$ cat src/rtl/led_stream_enc_pkg.sv
package led_stream_enc_pkg;

    typedef enum logic [1:0] {
        ST_IDLE = 2'd0,
        ST_BIT  = 2'd1,
        ST_GAP  = 2'd2
    } enc_state_t;

    typedef struct packed {
        logic [7:0] r;
        logic [7:0] g;
        logic [7:0] b;
        logic [7:0] w;
    } pixel_t;

    localparam int unsigned WORD_W   = 32;
    localparam int unsigned BCNT_W   = 6;
    localparam int unsigned BITS_RGB = 24;
    localparam int unsigned BITS_RGBW = 32;

    // Arrange colour bytes in wire order, MSB-aligned; W trails when enabled.
    function automatic logic [WORD_W-1:0] arrange(pixel_t px, logic [2:0] ord, logic with_w);
        logic [23:0] tri_c;
        case (ord)
            3'd1:    tri_c = {px.r, px.g, px.b};
            3'd2:    tri_c = {px.b, px.r, px.g};
            3'd3:    tri_c = {px.b, px.g, px.r};
            3'd4:    tri_c = {px.g, px.b, px.r};
            3'd5:    tri_c = {px.r, px.b, px.g};
            default: tri_c = {px.g, px.r, px.b};
        endcase
        return {tri_c, (with_w ? px.w : 8'h00)};
    endfunction

endpackage

$ cat src/rtl/led_bit_timer.sv
module led_bit_timer #(
    parameter int unsigned QUANTA = 4,
    parameter int unsigned QLW    = 8,
    localparam int unsigned QIW   = (QUANTA > 1) ? $clog2(QUANTA) : 1
) (
    input  logic           clk,
    input  logic           rst,
    input  logic           run,
    input  logic [QLW-1:0] qlen,
    output logic [QIW-1:0] qidx,
    output logic           bit_end
);
    localparam logic [QIW-1:0] QLAST = QIW'(QUANTA - 1);

    logic [QLW-1:0] qcnt;
    logic [QLW-1:0] qmax;
    logic           q_end;

    assign qmax    = (qlen == '0) ? '0 : qlen - 1'b1;
    assign q_end   = run && (qcnt == qmax);
    assign bit_end = q_end && (qidx == QLAST);

    always_ff @(posedge clk) begin
        if (rst || !run) begin
            qcnt <= '0;
            qidx <= '0;
        end else if (q_end) begin
            qcnt <= '0;
            qidx <= (qidx == QLAST) ? '0 : qidx + 1'b1;
        end else begin
            qcnt <= qcnt + 1'b1;
        end
    end
endmodule

$ cat src/rtl/led_pix_shreg.sv
module led_pix_shreg
    import led_stream_enc_pkg::*;
(
    input  logic              clk,
    input  logic              rst,
    input  logic              load,
    input  logic [WORD_W-1:0] word,
    input  logic              wide,
    input  logic              shift,
    output logic              msb,
    output logic              last_bit
);
    logic [WORD_W-1:0] sr;
    logic [BCNT_W-1:0] bcnt;
    logic              wide_q;

    assign msb      = sr[WORD_W-1];
    assign last_bit = (bcnt == (wide_q ? BCNT_W'(BITS_RGBW - 1) : BCNT_W'(BITS_RGB - 1)));

    always_ff @(posedge clk) begin
        if (rst) begin
            sr     <= '0;
            bcnt   <= '0;
            wide_q <= 1'b0;
        end else if (load) begin
            sr     <= word;
            bcnt   <= '0;
            wide_q <= wide;
        end else if (shift) begin
            sr     <= {sr[WORD_W-2:0], 1'b0};
            bcnt   <= bcnt + 1'b1;
        end
    end
endmodule

$ cat src/rtl/led_gap_timer.sv
module led_gap_timer #(
    parameter int unsigned RLW = 16
) (
    input  logic           clk,
    input  logic           rst,
    input  logic           run,
    input  logic [RLW-1:0] len,
    output logic           done
);
    logic [RLW-1:0] cnt;
    logic [RLW-1:0] lmax;

    assign lmax = (len == '0) ? '0 : len - 1'b1;
    assign done = run && (cnt == lmax);

    always_ff @(posedge clk) begin
        if (rst || !run) cnt <= '0;
        else             cnt <= cnt + 1'b1;
    end
endmodule

$ cat src/rtl/led_stream_enc.sv
module led_stream_enc
    import led_stream_enc_pkg::*;
#(
    parameter int unsigned QUANTA = 4,
    parameter int unsigned QLW    = 8,
    parameter int unsigned RLW    = 16,
    localparam int unsigned HCW   = $clog2(QUANTA + 1),
    localparam int unsigned QIW   = (QUANTA > 1) ? $clog2(QUANTA) : 1
) (
    input  logic           clk,
    input  logic           rst,
    input  logic [QLW-1:0] cfg_qlen,
    input  logic [HCW-1:0] cfg_hi0,
    input  logic [HCW-1:0] cfg_hi1,
    input  logic [2:0]     cfg_order,
    input  logic           cfg_rgbw,
    input  logic [RLW-1:0] cfg_rst_len,
    input  logic           pix_valid,
    input  logic [31:0]    pix_data,
    input  logic           pix_last,
    output logic           pix_ready,
    input  logic           rst_req,
    output logic           dout
);
    enc_state_t     st_q, st_d;
    logic           pend_q, last_q;
    logic [QIW-1:0] qidx;
    logic           bit_end, last_bit, msb, gap_done;
    logic           pix_end, accept, enter_gap;
    logic [HCW-1:0] hi_now;

    led_bit_timer #(.QUANTA(QUANTA), .QLW(QLW)) u_timer (
        .clk(clk), .rst(rst), .run(st_q == ST_BIT), .qlen(cfg_qlen),
        .qidx(qidx), .bit_end(bit_end)
    );

    led_pix_shreg u_shreg (
        .clk(clk), .rst(rst), .load(accept),
        .word(arrange(pixel_t'(pix_data), cfg_order, cfg_rgbw)),
        .wide(cfg_rgbw), .shift(bit_end && !last_bit),
        .msb(msb), .last_bit(last_bit)
    );

    led_gap_timer #(.RLW(RLW)) u_gap (
        .clk(clk), .rst(rst), .run(st_q == ST_GAP), .len(cfg_rst_len),
        .done(gap_done)
    );

    assign pix_end   = (st_q == ST_BIT) && bit_end && last_bit;
    assign pix_ready = !pend_q && ((st_q == ST_IDLE) || (pix_end && !last_q));
    assign accept    = pix_valid && pix_ready;
    assign hi_now    = msb ? cfg_hi1 : cfg_hi0;
    assign dout      = (st_q == ST_BIT) && (HCW'(qidx) < hi_now);

    always_comb begin
        st_d = st_q;
        case (st_q)
            ST_IDLE: begin
                if (pend_q)      st_d = ST_GAP;
                else if (accept) st_d = ST_BIT;
            end
            ST_BIT: begin
                if (pix_end) begin
                    if (accept)                 st_d = ST_BIT;
                    else if (last_q || pend_q)  st_d = ST_GAP;
                    else                        st_d = ST_IDLE;
                end
            end
            ST_GAP:  if (gap_done) st_d = ST_IDLE;
            default: st_d = ST_IDLE;
        endcase
    end

    assign enter_gap = (st_d == ST_GAP) && (st_q != ST_GAP);

    always_ff @(posedge clk) begin
        if (rst) begin
            st_q   <= ST_IDLE;
            pend_q <= 1'b0;
            last_q <= 1'b0;
        end else begin
            st_q   <= st_d;
            pend_q <= enter_gap ? 1'b0 : (pend_q || rst_req);
            if (accept) last_q <= pix_last;
        end
    end
endmodule

$ cat config.mk
export PLATFORM = sky130hd
export DESIGN_NAME = led_stream_enc
export DESIGN_NICKNAME = d
export VERILOG_FILES = /design/src/rtl/led_stream_enc_pkg.sv /design/src/rtl/led_bit_timer.sv /design/src/rtl/led_pix_shreg.sv /design/src/rtl/led_gap_timer.sv /design/src/rtl/led_stream_enc.sv
export SDC_FILE = /design/constraint.sdc
export NUM_CORES = 1
export LEC_CHECK = 0
export BUFFER_PORTS_ARGS = -buffer_cell sky130_fd_sc_hd__buf_2
export CAP_MARGIN = 15
export CORE_MARGIN = 2
export CORE_UTILIZATION = 45
export CTS_BUF_LIST = sky130_fd_sc_hd__clkbuf_16
export DETAILED_ROUTE_END_ITERATION = 10
export GPL_TIMING_DRIVEN = 0
export PLACE_DENSITY = 0.73
export SLEW_MARGIN = 20
export SYNTH_ARGS = -nofsm -noshare
export SYNTH_HDL_FRONTEND = slang
export SYNTH_SLANG_ARGS = --single-unit
$ cat constraint.sdc
create_clock -name clk -period 4.09 [get_ports clk]
set_input_delay 0.818 -clock clk [delete_from_list [all_inputs] [get_ports clk]]
set_output_delay 0.818 -clock clk [all_outputs]
set_load 0.005 [all_outputs]
==> impl.org <==
** Critical path
- Counting cells, the worst reg-to-reg path comes to 10.
- In this design, the stage delay of the slowest critical-path cell is 540 ps.
- STA classifies the critical path startpoint as an input pin.
- Critical path capture point type :: output pin
- Critical path buffers and inverters :: 3
- Crit-path max FO :: 6
- Largest delay contributor family on the critical path :: simple AND/OR/NAND/NOR gates
- The worst register-to-register path begins at st_q[1].
- Setup slack, reg-to-reg :: 1250 ps
- At the worst endpoint, the required time is ~3300 ps.
- End of the worst register-to-register path :: u_shreg.sr[11]
- In this design, the critical path's most frequently occurring cell is sky130_fd_sc_hd__buf_2.
- Data arrives at the worst endpoint at roughly 3200 ps.
- The worst setup path is of the in -> out kind.
- Critical path, cell by cell :: buf_2 > inv_1 > ha_2 > or4b_4 > o21ai_1 > o41ai_1 > or4_1 > nor3_4 > nand4b_1 > a21oi_1 > buf_2
- Among all stages on the critical path, the largest delay is contributed by sky130_fd_sc_hd__or4_1.

** Final layout
- Combined flip-flop and latch cell area :: 1380 um2
- 0 antenna diodes ended up in the layout.
- For this run, the share of the core covered by cells in the final layout is a little over half.
- Leaving out fill and tap cells, the most frequent cell in the layout is sky130_fd_sc_hd__buf_2.
- At the end of the flow, the number of nets in the layout was 797.
- From synthesis to final layout, the design area changed by 16.3%.
- With fillers left out, the area of the finished cells amounts to about 5700 um2.
- Count of filler cells inserted in the layout :: ~1000
- Leaving out fill and tap cells, the most frequent cells in the layout are sky130_fd_sc_hd__buf_2 (71), sky130_fd_sc_hd__nor2_1 (69), sky130_fd_sc_hd__dfxtp_1 (69).
- Cells with a size suffix above 1 make up 13.3% of the layout.
- The multi-input combinational cells in the finished layout cover a total of 3310 um2.
- Excluding fillers, the count of instances in the completed layout stands at roughly 860.

** Run status
- The run finished with clean final reports.

** Pwr
- In this run switching power makes up roughly 27% of total power.
- The design draws 1.80 mW.
- Internal power contribution :: around 1.3 mW
- In this run the power density over the cells is 313 nW/um2.
- Combinational logic burns 18.8% of the power.
- The analysis attributes to net switching a power of 0.489 mW.
- In this run, the clock network consumes 40.1% of the power.
- Peak VDD IR :: 0.208 mV
- Flop pwr share :: 41.1%
- Static Leak :: 2.37 nW

** Route
- The routed layout has a little over 5000 vias.
- After detailed routing, the number of vias per cell comes to roughly 6.
- Detailed-route DRC error count :: 0
- The routed design has 13.2 mm of wire.
- Post-DRT Antenna Nets :: 0
- Dividing the detail-routed wire length by the instance count gives 15.4 um.
- For this run, the detailed router's first-pass iteration total came to 5.
- Iteration-0 DRC count of the detailed router :: 642

** Clocking
- Hold buffer count at CTS :: 0
- Clock-pin slew on the worst setup and hold paths :: 50 ps
- TritonCTS created 9 clock buffers.
- Max Root-Sink Buffers :: 2
- Number of sinks handled by clock tree synthesis :: around 70
- CTS tree :: yes
- The H-tree generated during clock tree synthesis spans 3 levels.
- In this run the clock root is driven by a sky130_fd_sc_hd__clkbuf_16.
- Worst skew pair latency :: roughly 330 ps

** Synth
- Synthesized-area fraction occupied by adder cells :: 1.77%
- Post-synthesis cell type with the largest combined area :: sky130_fd_sc_hd__dfxtp_1
- Combined area of all synthesized cells :: ~5000 um2
- The share of the Yosys chip area taken by registers is around 28%.
- Biggest area contributors in the synthesized netlist :: sky130_fd_sc_hd__dfxtp_1 (28%), sky130_fd_sc_hd__mux2i_1 (13%), sky130_fd_sc_hd__nor2_1 (5.2%), sky130_fd_sc_hd__a211oi_1 (4.7%), sky130_fd_sc_hd__a21oi_1 (4.6%)
- Primary FF master, synth :: sky130_fd_sc_hd__dfxtp_1
- After synthesis, the mean cell area works out to about 7.7 um2.
- The netlist uses 52 different library cells.
- Compound-Gate Fraction of Synth Area :: 20.8%
- The synthesized netlist devotes 22.2% of its cell area to simple gates.
- The number of nets handed over by synthesis was 718.
- After synthesis, the share of cell area in mux cells is 13.4%.
- Of the total synthesized cell area, the portion taken by XOR and XNOR cells is 8.33%.
- In the synthesized netlist, the number of instances is 640.
- For this run, asynchronously set or reset flops after synthesis account for 0%.
- Of the post-synthesis cell area, the dominant cell type holds 28.0%.
- The synthesized design contains 69 register bits.
- Synth warnings :: 0
- Counting flops with a built-in enable in the synthesized netlist gives 0.
- After synthesis, the largest family of logic cells by area is simple AND/OR/NAND/NOR gates.

** Worst hold path
- WHS Endpoint :: u_shreg.sr[0]
- Hold path start :: u_shreg.sr[0]
- Type of the worst min-delay path :: reg -> reg
- Counting instances, the worst hold path has a depth of 2.

** Place
- Area after DPL :: 5450 um2
- The congestion estimate from routability-driven global placement came to roughly 0.92.
- Placed cell count :: between 800 and 900
- Sum of net half-perimeters after detailed placement :: 9.87 mm
- Count of input and output buffers :: 67

** STA
- Setup violations remaining at the end of the flow were counted as 0.
- Measured against its own limit, the worst slew margin works out to between 40% and 50%.
- Max Fclk :: 248 MHz
- Minimum clock period after layout :: 4030 ps
- Worst-Margin Slew :: between 700 and 800 ps
- Final Hold Violating Endpoints :: 0
- The max-slew violation count came to 0.
- The final critical path takes up 98.6% of the cycle.
- Summed over all failing endpoints, the final setup total negative slack is 0 ps.
- On the final layout, the worst clock skew is roughly 5.4 ps.

** Global routing
- Tot GR Track Use :: 22.6%
- Pin count of the biggest net entering global routing :: 11
- Antenna violations before repair :: 0
- Remaining global-route overflow :: 0
- First-pass GRT wire length :: 21.4 mm
- The number of global-route vias before repair came to 4571.

** Run
- The tool flagged a number of max-cap violations equal to 0.

** Floorplan
- In this run the count of I/O pins placed on the die edge is 73.
- The total area inside the core boundary comes to between 10000 and 15000 um2.
- Die Span Y :: ~110 um
- Site Rows :: 38
- For this configuration, the core starts out at a cell density of a little under half.
- Floorplan die width :: around 110 um
- The die covers ~12000 um2.
## timing repair
action,CTS,global route
pin swaps,1,2
gates resized for setup,0,4
setup endpoints to repair,1,1
buffers inserted,0,1
## stage by stage
step / setup WS (ps) / hold WS, ps
final: 59.0 / 470
after floorplan: 456 / 447
after detailed placement: -34.2 / 463
after CTS: 10.2 / 470
after global placement: -36.2 / 456
after global routing: -16.7 / 489
## cell families after synthesis
group,Yosys count
and+or+nand+nor,223
adders and majority gates,7
DFF,69
muxes,66
xor gates and xnor gates,47
AOI/OAI and AO/OA,164
buffers and inverters,64
## power by group through the flow
stage / Combinational (mW) / Clock, mW / Sequential [mW]
2_1_floorplan: 0.216 / 0 / 0.744
3_3_place_gp: 0.317 / 0 / 0.750
3_5_place_dp: 0.327 / 0 / 0.752
4_1_cts: 0.330 / 0.732 / 0.738
5_1_grt: 0.372 / 0.758 / 0.744
6_report: 0.338 / 0.721 / 0.739
## cells in the mapped netlist, types with 7 or more instances
master / n
sky130_fd_sc_hd__nand2b_1: 15
sky130_fd_sc_hd__nand4_1: 8
sky130_fd_sc_hd__nor3_1: 16
sky130_fd_sc_hd__and3_1: 8
sky130_fd_sc_hd__o21ai_0: 35
sky130_fd_sc_hd__nor2_1: 69
sky130_fd_sc_hd__nor4_1: 9
sky130_fd_sc_hd__ha_1: 7
sky130_fd_sc_hd__nand2_1: 48
sky130_fd_sc_hd__o211ai_1: 10
sky130_fd_sc_hd__a211oi_1: 31
sky130_fd_sc_hd__mux2i_1: 66
sky130_fd_sc_hd__o221ai_1: 8
sky130_fd_sc_hd__xor2_1: 24
sky130_fd_sc_hd__xnor2_1: 23
sky130_fd_sc_hd__clkbuf_1: 33
sky130_fd_sc_hd__inv_1: 18
sky130_fd_sc_hd__or3_1: 7
sky130_fd_sc_hd__nand3_1: 14
sky130_fd_sc_hd__dfxtp_1: 69
sky130_fd_sc_hd__a21oi_1: 45
sky130_fd_sc_hd__o22ai_1: 11
## worst max-delay path by stage
stage | start | to | slack, ps | cells after the start
6_report | cfg_qlen[0] | pix_ready | 60 | 11
5_1_grt | cfg_qlen[0] | pix_ready | -20 | 11
2_1_floorplan | cfg_qlen[0] | pix_ready | 460 | 9
3_3_place_gp | cfg_qlen[0] | pix_ready | -40 | 11
3_5_place_dp | cfg_qlen[0] | pix_ready | -30 | 11
4_1_cts | cfg_qlen[0] | pix_ready | 10 | 11
## routing by layer
metal	GRT usage, %	vias up	wire length [um]
li1	-	2471	-
met1	30.6	2376	6030
met2	36.4	218	6090
met3	3.95	27	888
met4	7.23	0	235
met5	0	-	0
## flip-flops by register name, summed over array words and instances, names as in the netlist
signal and cells:
last_q 1, u_shreg.wide_q 1, u_gap.cnt 16, u_timer.qcnt 8, u_shreg.sr 32, u_shreg.bcnt 6
pend_q 1, u_timer.qidx 2, st_q 2
## cell type report
cell class / count / share of cell area, %
well taps: 140 / 3.05
repair buffers: 68 / 5.97
plain buffers: 46 / 3.55
flip-flops and latches: 69 / 24.0
clock inverters: 5 / 0.784
inverters: 18 / 1.18
clock buffers: 9 / 3.92
multi-input cells: 507 / 57.5
## worst reg2reg max path: stages (launching register included)
cell	delay, ps
sky130_fd_sc_hd__dfxtp_1	370
sky130_fd_sc_hd__nand2b_1	220
sky130_fd_sc_hd__a31oi_1	140
sky130_fd_sc_hd__o21ai_0	100
sky130_fd_sc_hd__or4_1	570
sky130_fd_sc_hd__nor3_4	240
sky130_fd_sc_hd__nand4b_1	160
sky130_fd_sc_hd__a21o_1	260
sky130_fd_sc_hd__clkbuf_1	270
sky130_fd_sc_hd__a21oi_1	300
sky130_fd_sc_hd__a211oi_1	80
No activity file was read; power rests on OpenSTA's default activity.
